<file path="src/rtl/lwd_pkg.sv">
package lwd_pkg;

  typedef enum logic [2:0] {
    ST_IDLE,
    ST_PRE,
    ST_OFF,
    ST_UP,
    ST_FIN
  } lwd_state_t;

  localparam logic [2:0] TSEL_DISABLE = 3'd7;
  localparam int         RAIL_IDW     = 8;

endpackage

</file>
<file path="src/rtl/lwd_timer.sv">
module lwd_timer #(
  parameter int BASE = 16
) (
  input  logic       clk,
  input  logic       rst,
  input  logic       kick,
  input  logic       hold,
  input  logic [2:0] tsel,
  output logic       kick_edge,
  output logic       fire
);
  import lwd_pkg::*;

  localparam int MAXLIM = BASE << 6;
  localparam int CW     = $clog2(MAXLIM + 1);

  logic          kick_q;
  logic [CW-1:0] cnt;
  logic [CW-1:0] lim;
  logic          armed;

  assign kick_edge = kick ^ kick_q;
  assign armed     = (tsel != TSEL_DISABLE);
  assign lim       = CW'(BASE) << tsel;
  assign fire      = armed && !hold && !kick_edge && (cnt >= lim - CW'(1));

  always_ff @(posedge clk) begin
    if (rst) begin
      kick_q <= kick;
      cnt    <= '0;
    end else begin
      kick_q <= kick;
      if (hold || kick_edge || !armed || fire) cnt <= '0;
      else                                     cnt <= cnt + CW'(1);
    end
  end


  kick_clear_chk: assert property (@(posedge clk) disable iff (rst)
    kick_edge |=> (cnt == '0));


  off_idle_chk: assert property (@(posedge clk) disable iff (rst)
    (tsel == TSEL_DISABLE) |=> (cnt == '0));

endmodule

</file>
<file path="src/rtl/lwd_seq.sv">
module lwd_seq #(
  parameter int                            NREG  = 3,
  parameter logic [lwd_pkg::RAIL_IDW*NREG-1:0] ORDER = {8'd2, 8'd0, 8'd1},
  parameter int                            T_PRE = 8,
  parameter int                            T_OFF = 24,
  parameter int                            T_GAP = 4,
  parameter int                            T_FIN = 12
) (
  input  logic                        clk,
  input  logic                        rst,
  input  logic                        fire,
  input  logic                        kick_edge,
  input  logic                        uv,
  output logic                        busy,
  output logic                        rst_n_o,
  output logic                        stat_o,
  output logic                        rail_clr,
  output logic                        rail_step,
  output logic [lwd_pkg::RAIL_IDW-1:0] rail_sel
);
  import lwd_pkg::*;

  localparam int TM1  = (T_PRE > T_OFF) ? T_PRE : T_OFF;
  localparam int TM2  = (T_GAP > T_FIN) ? T_GAP : T_FIN;
  localparam int TMAX = (TM1 > TM2) ? TM1 : TM2;
  localparam int SW   = $clog2(TMAX + 1);
  localparam int IDXW = (NREG > 1) ? $clog2(NREG) : 1;

  localparam logic [SW-1:0]   PRE_LAST = SW'(T_PRE - 1);
  localparam logic [SW-1:0]   OFF_LAST = SW'(T_OFF - 1);
  localparam logic [SW-1:0]   GAP_LAST = SW'(T_GAP - 1);
  localparam logic [SW-1:0]   FIN_LAST = SW'(T_FIN - 1);
  localparam logic [IDXW-1:0] IDX_LAST = IDXW'(NREG - 1);

  lwd_state_t      st;
  logic [SW-1:0]   sc;
  logic [IDXW-1:0] idx;
  logic            rn_q;
  logic            stat_q;

  assign busy    = (st != ST_IDLE);
  assign rst_n_o = rn_q;
  assign stat_o  = stat_q;

  always_comb begin
    rail_clr  = (st == ST_PRE) && (sc == PRE_LAST);
    rail_step = ((st == ST_OFF) && (sc == OFF_LAST)) ||
                ((st == ST_UP)  && (sc == GAP_LAST));
    rail_sel  = (st == ST_OFF) ? ORDER[RAIL_IDW-1:0]
                               : ORDER[idx*RAIL_IDW +: RAIL_IDW];
  end

  always_ff @(posedge clk) begin
    if (rst) begin
      st     <= ST_IDLE;
      sc     <= '0;
      idx    <= '0;
      rn_q   <= 1'b1;
      stat_q <= 1'b0;
    end else begin
      case (st)
        ST_IDLE: begin
          rn_q <= !uv;
          sc   <= '0;
          if (fire) begin
            st     <= ST_PRE;
            rn_q   <= 1'b0;
            stat_q <= 1'b1;
          end else if (kick_edge) begin
            stat_q <= 1'b0;
          end
        end
        ST_PRE: begin
          if (sc == PRE_LAST) begin
            st <= ST_OFF;
            sc <= '0;
          end else sc <= sc + SW'(1);
        end
        ST_OFF: begin
          if (sc == OFF_LAST) begin
            st  <= (NREG == 1) ? ST_FIN : ST_UP;
            sc  <= '0;
            idx <= IDXW'(1);
          end else sc <= sc + SW'(1);
        end
        ST_UP: begin
          if (sc == GAP_LAST) begin
            sc <= '0;
            if (idx == IDX_LAST) st <= ST_FIN;
            else                 idx <= idx + IDXW'(1);
          end else sc <= sc + SW'(1);
        end
        ST_FIN: begin
          if (sc == FIN_LAST) begin
            st   <= ST_IDLE;
            sc   <= '0;
            rn_q <= !uv;
          end else sc <= sc + SW'(1);
        end
        default: st <= ST_IDLE;
      endcase
    end
  end


  seq_stat_kept_chk: assert property (@(posedge clk) disable iff (rst)
    (busy && $past(busy)) |-> stat_q);


  stat_with_reset_chk: assert property (@(posedge clk) disable iff (rst)
    $rose(stat_q) |-> $fell(rn_q));

endmodule

</file>
<file path="src/rtl/lwd_rail_en.sv">
module lwd_rail_en #(
  parameter int NREG = 3
) (
  input  logic                        clk,
  input  logic                        rst,
  input  logic                        clr,
  input  logic                        step,
  input  logic [lwd_pkg::RAIL_IDW-1:0] sel,
  output logic [NREG-1:0]             en
);
  import lwd_pkg::*;

  logic [NREG-1:0] en_q;

  for (genvar i = 0; i < NREG; i++) begin : g_rail
    always_ff @(posedge clk) begin
      if (rst)                                 en_q[i] <= 1'b1;
      else if (clr)                            en_q[i] <= 1'b0;
      else if (step && sel == RAIL_IDW'(i))    en_q[i] <= 1'b1;
    end
  end

  assign en = en_q;


  one_rail_step_chk: assert property (@(posedge clk) disable iff (rst)
    !$stable(en_q) |-> ($countones(en_q & ~$past(en_q)) <= 1));

endmodule

</file>
<file path="src/rtl/lwd_pwrcycle.sv">
module lwd_pwrcycle #(
  parameter int                            NREG  = 3,
  parameter int                            BASE  = 16,
  parameter logic [lwd_pkg::RAIL_IDW*NREG-1:0] ORDER = {8'd2, 8'd0, 8'd1},
  parameter int                            T_PRE = 8,
  parameter int                            T_OFF = 24,
  parameter int                            T_GAP = 4,
  parameter int                            T_FIN = 12
) (
  input  logic            clk,
  input  logic            rst,
  input  logic            kick,
  input  logic            uv_req,
  input  logic [2:0]      tsel,
  output logic            rst_n,
  output logic [NREG-1:0] reg_en,
  output logic            wd_stat
);
  import lwd_pkg::*;

  logic                kick_edge;
  logic                fire;
  logic                busy;
  logic                hold;
  logic                rail_clr;
  logic                rail_step;
  logic [RAIL_IDW-1:0] rail_sel;

  assign hold = uv_req || busy || !rst_n;

  lwd_timer #(.BASE(BASE)) u_timer (
    .clk(clk), .rst(rst), .kick(kick), .hold(hold), .tsel(tsel),
    .kick_edge(kick_edge), .fire(fire)
  );

  lwd_seq #(
    .NREG(NREG), .ORDER(ORDER), .T_PRE(T_PRE), .T_OFF(T_OFF),
    .T_GAP(T_GAP), .T_FIN(T_FIN)
  ) u_seq (
    .clk(clk), .rst(rst), .fire(fire), .kick_edge(kick_edge), .uv(uv_req),
    .busy(busy), .rst_n_o(rst_n), .stat_o(wd_stat),
    .rail_clr(rail_clr), .rail_step(rail_step), .rail_sel(rail_sel)
  );

  lwd_rail_en #(.NREG(NREG)) u_rails (
    .clk(clk), .rst(rst), .clr(rail_clr), .step(rail_step),
    .sel(rail_sel), .en(reg_en)
  );


  rails_off_in_reset_chk: assert property (@(posedge clk) disable iff (rst)
    (reg_en != {NREG{1'b1}}) |-> !rst_n);


  release_rails_on_chk: assert property (@(posedge clk) disable iff (rst)
    $rose(rst_n) |-> (&reg_en));


  uv_holds_reset_chk: assert property (@(posedge clk) disable iff (rst)
    $past(uv_req) |-> !rst_n);

endmodule

</file>
<file path="config.mk">
export PLATFORM = sky130hd
export DESIGN_NAME = lwd_pwrcycle
export DESIGN_NICKNAME = d
export VERILOG_FILES = /design/src/rtl/lwd_pkg.sv /design/src/rtl/lwd_timer.sv /design/src/rtl/lwd_seq.sv /design/src/rtl/lwd_rail_en.sv /design/src/rtl/lwd_pwrcycle.sv
export SDC_FILE = /design/constraint.sdc
export NUM_CORES = 1
export LEC_CHECK = 0
export BUFFER_PORTS_ARGS = -buffer_cell sky130_fd_sc_hd__buf_4
export CORE_UTILIZATION = 54
export DETAILED_ROUTE_END_ITERATION = 10
export PLACE_DENSITY = 0.75
export SYNTH_ARGS = -nofsm -noshare
export SYNTH_HDL_FRONTEND = slang
export SYNTH_HIERARCHICAL = 1
export SYNTH_SLANG_ARGS = --single-unit
</file>
<file path="constraint.sdc">
create_clock -name clk -period 3.3 [get_ports clk]
set_input_delay 0.495 -clock clk [delete_from_list [all_inputs] [get_ports clk]]
set_output_delay 0.495 -clock clk [all_outputs]
set_load 0.02 [all_outputs]
</file>
==> Yosys cells after proc, flatten, opt, wreduce, memory -nomap -nowiden <==
Cells that the tools add are included.
{ "word_totals": {"romBits": 0, "register_bits": 27, "n_memories": 0, "inputBits": 7, "ramBits": 0, "output_inout_bits": 5, "word_cells": 100, "latch_bits": 0} }
{ "classes": {"bitwise_logic": 1, "eq_ne": 19, "n_addsub": 4, "n_reduce_logical": 35, "order_cmp": 1, "n_div": 0, "n_mul": 0, "n_mux": 28, "shift": 2} }
{ "ops": {"columns": ["cell", "count"], "rows": [
  ["5-bit one-hot mux with 5 select lines", 1],
  ["24-bit by 6-bit indexed part select with 8-bit output (first input constant)", 1],
  ["5-bit 2-to-1 mux", 4],
  ["3-bit 2-to-1 mux", 6],
  ["3-bit one-hot mux with 5 select lines", 1],
  ["2-bit inequality test (second input constant)", 6],
  ["2-bit nonzero test", 6],
  ["11-bit by 1-bit adder with 11-bit output (second input constant)", 1],
  ["11-bit >= comparator", 1],
  ["5-bit by 3-bit left shift with 11-bit output (first input constant)", 1],
  ["11-bit by 1-bit subtractor with 11-bit output (second input constant)", 1],
  ["1-bit 2-to-1 mux", 10],
  ["1-bit logical AND", 9],
  ["8-bit by 1-bit equality test with 1-bit output (second input constant)", 1],
  ["8-bit by 2-bit equality test with 1-bit output (second input constant)", 1],
  ["8-bit zero test", 1],
  ["8-bit 2-to-1 mux", 1],
  ["3-bit by 2-bit equality test with 1-bit output (second input constant)", 2],
  ["1-bit logical OR", 6],
  ["2-bit 2-to-1 mux", 3],
  ["6-bit AND reduction", 1],
  ["5-bit by 1-bit adder with 5-bit output (second input constant)", 1],
  ["5-bit by 2-bit equality test with 1-bit output (second input constant)", 1],
  ["5-bit by 3-bit equality test with 1-bit output (second input constant)", 1],
  ["other kinds (18)", 23]
]} }

==> Logic depth before layout (Yosys ltp) <==
Gate-level depths: netlist (run 1).
{ "depth": {"ltp_word": 9, "mapped_depth": 15, "ltp_nobuf": 14} }

==> Hierarchy <==
The synthesis (run 1) kept the hierarchy.
{ "modules_own_cells": {"columns": ["module", "cells_per_inst", "seq_area_each_um2", "area_each_um2", "n_inst"], "rows": [
  ["lwd_seq", 109, 240.2, 939.7, 1],
  ["lwd_timer", 88, 240.2, 779.5, 1],
  ["lwd_rail_en", 16, 60.1, 152.6, 1],
  ["lwd_pwrcycle", 1, 0.0, 8.8, 1]
]} }

==> Worst setup path after synthesis (run 1) <==
No wires, ideal clock.
{ "synth_path": {"kind": "input to register", "from": "input tsel[0]", "to": "register u_seq.st[0]", "arrival_ns": 3.146, "cell_stages": 15, "setup_ns": 0.103, "required_ns": 3.197, "slack_ns": 0.051, "path_buffers": 2, "path_cell_list": "clkbuf_1 or3_1 ha_1 buf_1 xor2_1 nor2_1 a21oi_1 ha_1 nand4_1 or3b_1 nand2_1 o21a_1 nor2b_1 a311oi_1 a2111oi_2"} }
{ "synth_between": {"elab_chain_len": 6, "elab_cells_between_ends": 9, "classes_between": "1 x add/sub; 1 x order compare; 2 x eq/ne; 1 x shift; 4 x reduce/logical"} }
{ "synth_rtl": {"columns": ["element", "line", "source"], "rows": [
  ["start, declared", "lwd_pwrcycle.sv:14", "input logic [2:0] tsel,"],
  ["5-bit by 3-bit left shift with 11-bit output / 3-bit inequality test (equally long branches)", "lwd_timer.sv:24, lwd_timer.sv:23", null],
  ["11-bit by 1-bit subtractor with 11-bit output / 1-bit logical AND (equally long branches)", "lwd_timer.sv:25", "assign fire = armed && !hold && !kick_edge && (cnt >= lim - CW'(1));"],
  ["11-bit >= comparator / 1-bit logical AND (equally long branches)", "lwd_timer.sv:25", null],
  ["1-bit logical AND (*)", "lwd_timer.sv:25", null],
  ["named net fire", "lwd_pwrcycle.sv:22", "logic fire;"],
  ["2-bit inequality test (no source line) (*)", null, null],
  ["6-bit AND reduction (no source line) (*)", null, null],
  ["end signal, assigned", "lwd_seq.sv:81", "st <= (NREG == 1) ? ST_FIN : ST_UP;"],
  ["end, declared", "lwd_seq.sv:35", "lwd_state_t st;"]
]} }
The timed path passes the listed nets; every way through them passes the cells marked *.
A chain may end at the register's enable or synchronous reset.

==> Final worst setup path (run 1) <==
Same ends and word-level chain as after synthesis.

==> results.tsv, run 1 <==
metric	value	unit
drv_slew	0	
end_kind	flip-flop	
timing.rr.start	u_seq/st[0]$_SDFFE_PP0P_	
num_io_pins	12	
die_area	3720	µm²
gates_resized_cts_repair	0	
seqPwrFrac	0.634	
grt_first_pass_wirelength	5350	µm
dpl-instance-area	1950	µm²
share_of_synthesized_cell_area_in_and_or_nand_and_nor_gates	0.284	
die_w	61.0	µm
post_route_cells_drive_above_1_share	0.155	
area_occupied_by_multi_input_gates	1200	µm²
cellPowerDensity	263	nW/µm²
gp_congestion	0.783	
max-vdd-ir-drop	0.000227	V
synth.yosys.warnings	6	
num_rows	21	
synth_cell_type_count	56	
share_clk_of_total_power	0.275	
critPathMaxStageDelay	0.41	ns
critical_path.top_delay_family	simple AND/OR/NAND/NOR gates	
pin_count_of_the_biggest_net_entering_global_routing	17	
crit_slowest_cell	sky130_fd_sc_hd__or3b_1	
grt_antenna_before_repair	0	
power.combinational.fraction	0.091	
worst_clock_skew	0.0175	ns
slew-limit-headroom	0.521	
yosys_register_bits	27	
first_pass_iteration_count_of_the_detailed_router	4	
area_of_all_placed_cells_without_fillers	1970	µm²
sw_ratio	0.241	
cts.htree.levels	1	
syn-mean-instance-area	8.79	µm²
areaGrowthSynthToFinish	4.99	%
worst_hold_startpoint	kick	
crit_chain	buf_4 > or3_1 > ha_1 > xor2_1 > nor2_1 > a21oi_1 > ha_1 > nand4_1 > or3b_1 > nand2_1 > o21a_1 > nor2b_1 > a311oi_1 > a2111oi_2	
area.sequential	541	µm²
synth_seq_area_share	0.287	
max_cap_viol_count	0	
synth_flop_cell	sky130_fd_sc_hd__dfxtp_1	
yosys.area.top_type_share	0.287	
internal-power	0.000394	W
diodes	0	
worstHoldPathType	in -> reg	
worstPathArrival	3.17	ns
post_drt_via_cell_ratio	5.65	
clock_sinks	27	
timing.critical_path.fanout_max	7	
timing.critical_path.from_type	input port	
initial_utilization	0.564	
class_of_the_most_critical_setup_path	in -> reg	
drt_first_iter_violations	118	
postSynthCellCount	214	
static-leakage-power	0.748	nW
ctsLongestPathBuffers	2	
tritoncts_clock_tree	built	
global_route.overflow_total	0	
cts_root_buffer	sky130_fd_sc_hd__clkbuf_4	
status	completed	
tightestPinTransition	0.712	ns
timing.final.crit_share	0.887	
worst_ep_required_time	3.54	ns
synthMuxAreaShare	0	
timing.final.setup_violations	0	
synthTopCellsByArea	sky130_fd_sc_hd__dfxtp_1 (29%), sky130_fd_sc_hd__ha_1 (8.0%), sky130_fd_sc_hd__xor2_1 (4.7%), sky130_fd_sc_hd__nor3_1 (4.0%), sky130_fd_sc_hd__a21oi_1 (3.2%)	
remaining_drc_errors	0	
synth_xor_area_frac	0.0652	
track_usage	0.192	
number_of_port_buffers	11	
synth.cell_area	1880	µm²
timing.fmax	342	MHz
synth-compound-area-share	0.198	
setup_tns	0	ns
min_period	2.93	ns
postCtsHoldBufs	0	
hpwl	2460	µm
cts-buffers-inserted	3	
number_of_synthesized_flops_with_an_enable_pin	0	
clk_latency	0.33	ns
core	3340	µm²
vias	1504	
grt_pass1_vias	1229	
route.antenna.remaining_nets	0	
total_wirelength	3380	µm
power.net_switching	0.000125	W
cts.clk_slew.worst_paths	0.15	ns
synth_top_family_by_area	simple AND/OR/NAND/NOR gates	
cell_seen_most_often_among_critical_path_stages	sky130_fd_sc_hd__ha_1	
rsz0062_at_grt	false	
dr_wl_cell	12.7	µm
beginning_of_the_critical_path	tsel[0]	
postCtsSetupBuffers	0	
num-fill-cells	319	
final_net_count	240	
die_height	61.0	µm
worstPathBufferInverterCount	1	
asyncSetResetFlopFracSynth	0	
netlist.top_cell.by_area	sky130_fd_sc_hd__dfxtp_1	
hold_viol	0	
synth_adder_area_share	0.0798	
fin_util	0.592	
-- per-layer routing --
metal | vias to the layer above | share of wire | GRT usage
met5 | - | 0 | 0
met4 | 0 | 0.011 | 0.0487
met3 | 4 | 0.030 | 0.0441
met2 | 21 | 0.48 | 0.333
met1 | 687 | 0.48 | 0.241
li1 | 792 | - | -
-- through the flow --
stage	power, W	setup slack, ns	instances	hold WS, ns
after floorplan	0.000373	0.0505	219	0.443
final	0.000520	0.373	266	0.266
after global routing	0.000545	0.216	266	0.243
after detailed placement	0.000383	0.0347	262	0.458
after global placement	0.000383	0.0849	262	0.444
after CTS	0.000529	0.397	266	0.248
-- cells in the final DEF, fill, tap and decap left out, types with 4 or more instances in the layout --
master                     Yosys  layout
sky130_fd_sc_hd__a21oi_1      12      12
sky130_fd_sc_hd__a31oi_1       5       5
sky130_fd_sc_hd__buf_4         6      14
sky130_fd_sc_hd__conb_1        1       6
sky130_fd_sc_hd__dfxtp_1      27      27
sky130_fd_sc_hd__ha_1         12      12
sky130_fd_sc_hd__inv_1        11      11
sky130_fd_sc_hd__nand2_1      15      15
sky130_fd_sc_hd__nand3_1       9       9
sky130_fd_sc_hd__nor2_1       10      10
sky130_fd_sc_hd__nor3_1       15      15
sky130_fd_sc_hd__o211ai_1      5       5
sky130_fd_sc_hd__o21ai_0       5       5
sky130_fd_sc_hd__o31ai_1       4       4
sky130_fd_sc_hd__xnor2_1       4       4
sky130_fd_sc_hd__xor2_1       10      10
-- final cells by class --
type	count	share of cell area
multi-input combinational	164	0.609
sequential	27	0.274
timing repair buffer	14	0.0532
tap	46	0.0292
inverter	11	0.0209
clock buffer	3	0.0114
clock inverter	1	0.00253
-- path summary, 6_finish.rpt --
path                          endpoint  slack [ns]  depth (start not counted)
max           u_seq/st[0]$_SDFFE_PP0P_        0.37                         14
min             u_timer/kick_q$_DFF_P_        0.27                          1
max reg2reg   u_seq/st[0]$_SDFFE_PP0P_        0.80                          8
min reg2reg  u_timer/cnt[0]$_SDFF_PP0_        0.49                          1
-- synthesized netlist by cell type, types with 6 or more instances --
cell / instances
sky130_fd_sc_hd__inv_1: 11
sky130_fd_sc_hd__nand3_1: 9
sky130_fd_sc_hd__nand2_1: 15
sky130_fd_sc_hd__buf_4: 6
sky130_fd_sc_hd__nor2_1: 10
sky130_fd_sc_hd__xor2_1: 10
sky130_fd_sc_hd__dfxtp_1: 27
sky130_fd_sc_hd__a21oi_1: 12
sky130_fd_sc_hd__nor3_1: 15
sky130_fd_sc_hd__ha_1: 12
-- cell families (layout without fill, tap and decap cells) --
| family | count (synthesis) | after routing |
|---|---|---|
| DFF | 27 | 27 |
| other | 1 | 6 |
| and+or+nand+nor | 83 | 83 |
| buffers and inverters | 28 | 29 |
| xor gates and xnor gates | 14 | 14 |
| AOI/OAI and AO/OA | 49 | 49 |
| adders and majority gates | 12 | 12 |
-- sequential cells by signal, summed over array words and instances (netlist names) --
register,count
u_seq/idx,2
u_timer/kick_q,1
u_seq/sc,5
u_seq/rst_n_o,1
u_rails/en,3
u_seq/stat_o,1
u_seq/st,3
u_timer/cnt,11
-- power groups by stage --
stage          Clock [W]  Sequential [W]  Combinational, W
2_1_floorplan          0        0.000337         0.0000361
3_3_place_gp           0        0.000336         0.0000468
3_5_place_dp           0        0.000336         0.0000469
4_1_cts         0.000152        0.000329         0.0000471
5_1_grt         0.000162        0.000330         0.0000530
6_report        0.000143        0.000329         0.0000474
-- worst register-to-register path, delay by kind of cell (launching register included) --
kind / cells / cell delay, ns
buffers and inverters: 1 / 0.06
AOI/OAI and AO/OA: 4 / 0.89
and+or+nand+nor: 3 / 0.93
DFF: 1 / 0.54
(Power assumes the default switching activity.)
==> inputs of run 2 (changes only) <==
- CORE_UTILIZATION: 54 -> 53
- MAX_ROUTING_LAYER: default -> met4
- PLACE_DENSITY: 0.75 -> 0.74
- SYNTH_HIERARCHICAL: 1 -> default
==> run 2 against run 1 <==
Against the previous run: the run now ends with DRC left; wire length shrank 2.9%; die area shrank 10%; core utilization grew 2.1 points; clock skew shrank 0.016 ns; flip-flop and latch count is the same; critical path depth shrank 1; synthesized cell count shrank 4.2%; worst setup slack gained 0.25 ns; final cell count shrank 9.0%; clock power grew 3%; critical path type unchanged; largest power group unchanged.
==> results.tsv, run 2 <==
metric	value	unit
status	finished with violations	
violations_in_the_final_reports	DRC	
core	2850	µm²
cts.htree.levels	1	
cts.clk_slew.worst_paths	0.15	ns
timing.rr.start	u_seq.sc[0]$_SDFFE_PP0P_	
crit_slowest_cell	sky130_fd_sc_hd__or3_1	
dpl-instance-area	1720	µm²
critical_path.top_delay_family	simple AND/OR/NAND/NOR gates	
num_io_pins	12	
largest_register_ff_count	11	
die_height	57.7	µm
beginning_of_the_critical_path	tsel[0]	
die_w	57.7	µm
hold-worst-slack	0.273	ns
pin_count_of_the_biggest_net_entering_global_routing	18	
postCtsSetupBuffers	0	
static-leakage-power	0.675	nW
ctsLongestPathBuffers	2	
synthTopCellsByArea	sky130_fd_sc_hd__dfxtp_1 (33%), sky130_fd_sc_hd__ha_1 (9.1%), sky130_fd_sc_hd__nor2_1 (7.5%), sky130_fd_sc_hd__xor2_1 (4.8%), sky130_fd_sc_hd__nand3_1 (4.6%)	
diodes	0	
final_net_count	231	
critical_path_cell_count	13	
asyncSetResetFlopFracSynth	0	
worstPathBufferInverterCount	2	
yosys.area.top_type_share	0.328	
areaGrowthSynthToFinish	6.16	%
cts-buffers-inserted	3	
timing.critical_path.fanout_max	11	
finalPower	0.000521	W
drv_slew	0	
timing.final.setup_violations	0	
clk_latency	0.32	ns
dr_wl_cell	13.6	µm
syn-mean-instance-area	8.03	µm²
class_of_the_most_critical_setup_path	in -> reg	
critPathMaxStageDelay	0.39	ns
cellPowerDensity	298	nW/µm²
synth.cell_area	1650	µm²
tritoncts_clock_tree	built	
worst_ep_required_time	3.58	ns
place.detailed.instances	238	
number_of_port_buffers	11	
synth_xor_area_frac	0.0638	
post_route_cells_drive_above_1_share	0.128	
max_cap_viol_count	0	
synth.yosys.warnings	0	
num_rows	19	
num-fill-cells	284	
timing.final.crit_share	0.811	
area_of_all_placed_cells_without_fillers	1750	µm²
ff2ff_path_depth	5	
synthMuxAreaShare	0	
synth_top_family_by_area	simple AND/OR/NAND/NOR gates	
reg_top3	u_timer.cnt x11, u_seq.sc x5	
grt_first_pass_wirelength	5810	µm
end_kind	flip-flop	
postCtsHoldBufs	0	
route.antenna.remaining_nets	0	
global_route.overflow_total	0	
final-instance-count-excl-fill	242	
die_area	3330	µm²
synth_adder_area_share	0.0912	
hpwl	2480	µm
vias	1428	
crit_chain	buf_4 > or3_1 > ha_1 > nor3_1 > a21o_1 > a21oi_1 > ha_1 > nand4_1 > nor4_1 > nor3_1 > nand4_1 > buf_4 > nor2_1	
synth_flop_cell	sky130_fd_sc_hd__dfxtp_1	
most_frequent_cells_in_the_layout	sky130_fd_sc_hd__nor2_1 (33), sky130_fd_sc_hd__dfxtp_1 (27), sky130_fd_sc_hd__nand3_1 (15), sky130_fd_sc_hd__nand2_1 (14), sky130_fd_sc_hd__a21oi_1 (13)	
commonest_non_fill_non_tap_cell_in_the_layout	sky130_fd_sc_hd__nor2_1	
timing.fmax	373	MHz
worst_hold_startpoint	kick	
postSynthCellCount	205	
share_of_synthesized_cell_area_in_and_or_nand_and_nor_gates	0.280	
post_drt_via_cell_ratio	5.90	
cts_root_buffer	sky130_fd_sc_hd__clkbuf_4	
number_of_synthesized_flops_with_an_enable_pin	0	
netlist.top_cell.by_area	sky130_fd_sc_hd__dfxtp_1	
min_period	2.68	ns
grt_antenna_before_repair	0	
area_occupied_by_multi_input_gates	1020	µm²
timing.critical_path.from_type	input port	
drt_first_iter_violations	94	
total_wirelength	3280	µm
synth_seq_area_share	0.328	
gp_congestion	0.863	
cell_with_the_most_instances_after_synthesis	sky130_fd_sc_hd__nor2_1	
worst_clock_skew	0.00111	ns
slew-limit-headroom	0.679	
max-vdd-ir-drop	0.000231	V
initial_utilization	0.577	
tightestPinTransition	0.481	ns
synth_cell_type_count	45	
synth.net_count	224	
rsz0062_at_grt	false	
first_pass_iteration_count_of_the_detailed_router	7	
grt_pass1_vias	1369	
worstHoldPathType	in -> reg	
worstPathArrival	2.96	ns
holdPathStages	1	
clock_sinks	27	
remaining_drc_errors	2	
area.sequential	541	µm²
track_usage	0.228	
post_synth_most_frequent_cells	sky130_fd_sc_hd__nor2_1 (33), sky130_fd_sc_hd__dfxtp_1 (27), sky130_fd_sc_hd__nand3_1 (15)	
synth-compound-area-share	0.182	
yosys_register_bits	27	
largest_register	u_timer.cnt	
setup_tns	0	ns
hold_viol	0	
gates_resized_cts_repair	0	
-- run 2: kinds of logic after synthesis --
kind of cell	Yosys count
simple gates	92
xor+xnor	12
compound gates	43
fa+ha+maj	12
flops	27
buf+inv	19
-- run 2: path summary, 6_finish.rpt --
kind                               end  slack, ns
max          u_timer.cnt[7]$_SDFF_PP0_       0.62
min             u_timer.kick_q$_DFF_P_       0.27
max reg2reg  u_seq.idx[1]$_SDFFE_PP0P_       1.39
min reg2reg  u_seq.idx[1]$_SDFFE_PP0P_       0.49
-- run 2: power by group --
part / total, W / leakage [nW] / internal (W) / switching (W)
clock: 0.000148 / 0.0177 / 0.0000455 / 0.000102
combinational: 0.0000438 / 0.439 / 0.0000197 / 0.0000242
sequential: 0.000330 / 0.218 / 0.000328 / 0.00000151
total: 0.000521 / 0.675 / 0.000393 / 0.000128
-- run 2: worst reg2reg max path, stage by stage (launching register included) --
cell	delay, ns
sky130_fd_sc_hd__dfxtp_1	0.41
sky130_fd_sc_hd__ha_1	0.30
sky130_fd_sc_hd__nor2b_1	0.34
sky130_fd_sc_hd__o2111ai_1	0.29
sky130_fd_sc_hd__or2_2	0.37
sky130_fd_sc_hd__a21oi_1	0.15
-- run 2: area by class of cell --
class,instances,area share
multi-input cells,159,0.582
flip-flops and latches,27,0.309
repair buffers,12,0.0515
well taps,31,0.0222
inverters,9,0.0193
clock buffers,3,0.0129
clock inverters,1,0.00286
-- run 2: routing by layer --
metal | vias up | global-route usage | share of wire
met5 | - | - | 0
met4 | 0 | 0.0782 | 0.0052
met3 | 2 | 0.0446 | 0.038
met2 | 29 | 0.364 | 0.45
met1 | 663 | 0.289 | 0.50
li1 | 734 | - | -
-- run 2: metrics by stage --
step | setup WS (ns) | util
after detailed placement | 0.267 | 0.603
after global routing | 0.473 | 0.613
after global placement | 0.393 | 0.603
after floorplan | 0.292 | -
final | 0.622 | 0.613
after CTS | 0.618 | 0.613
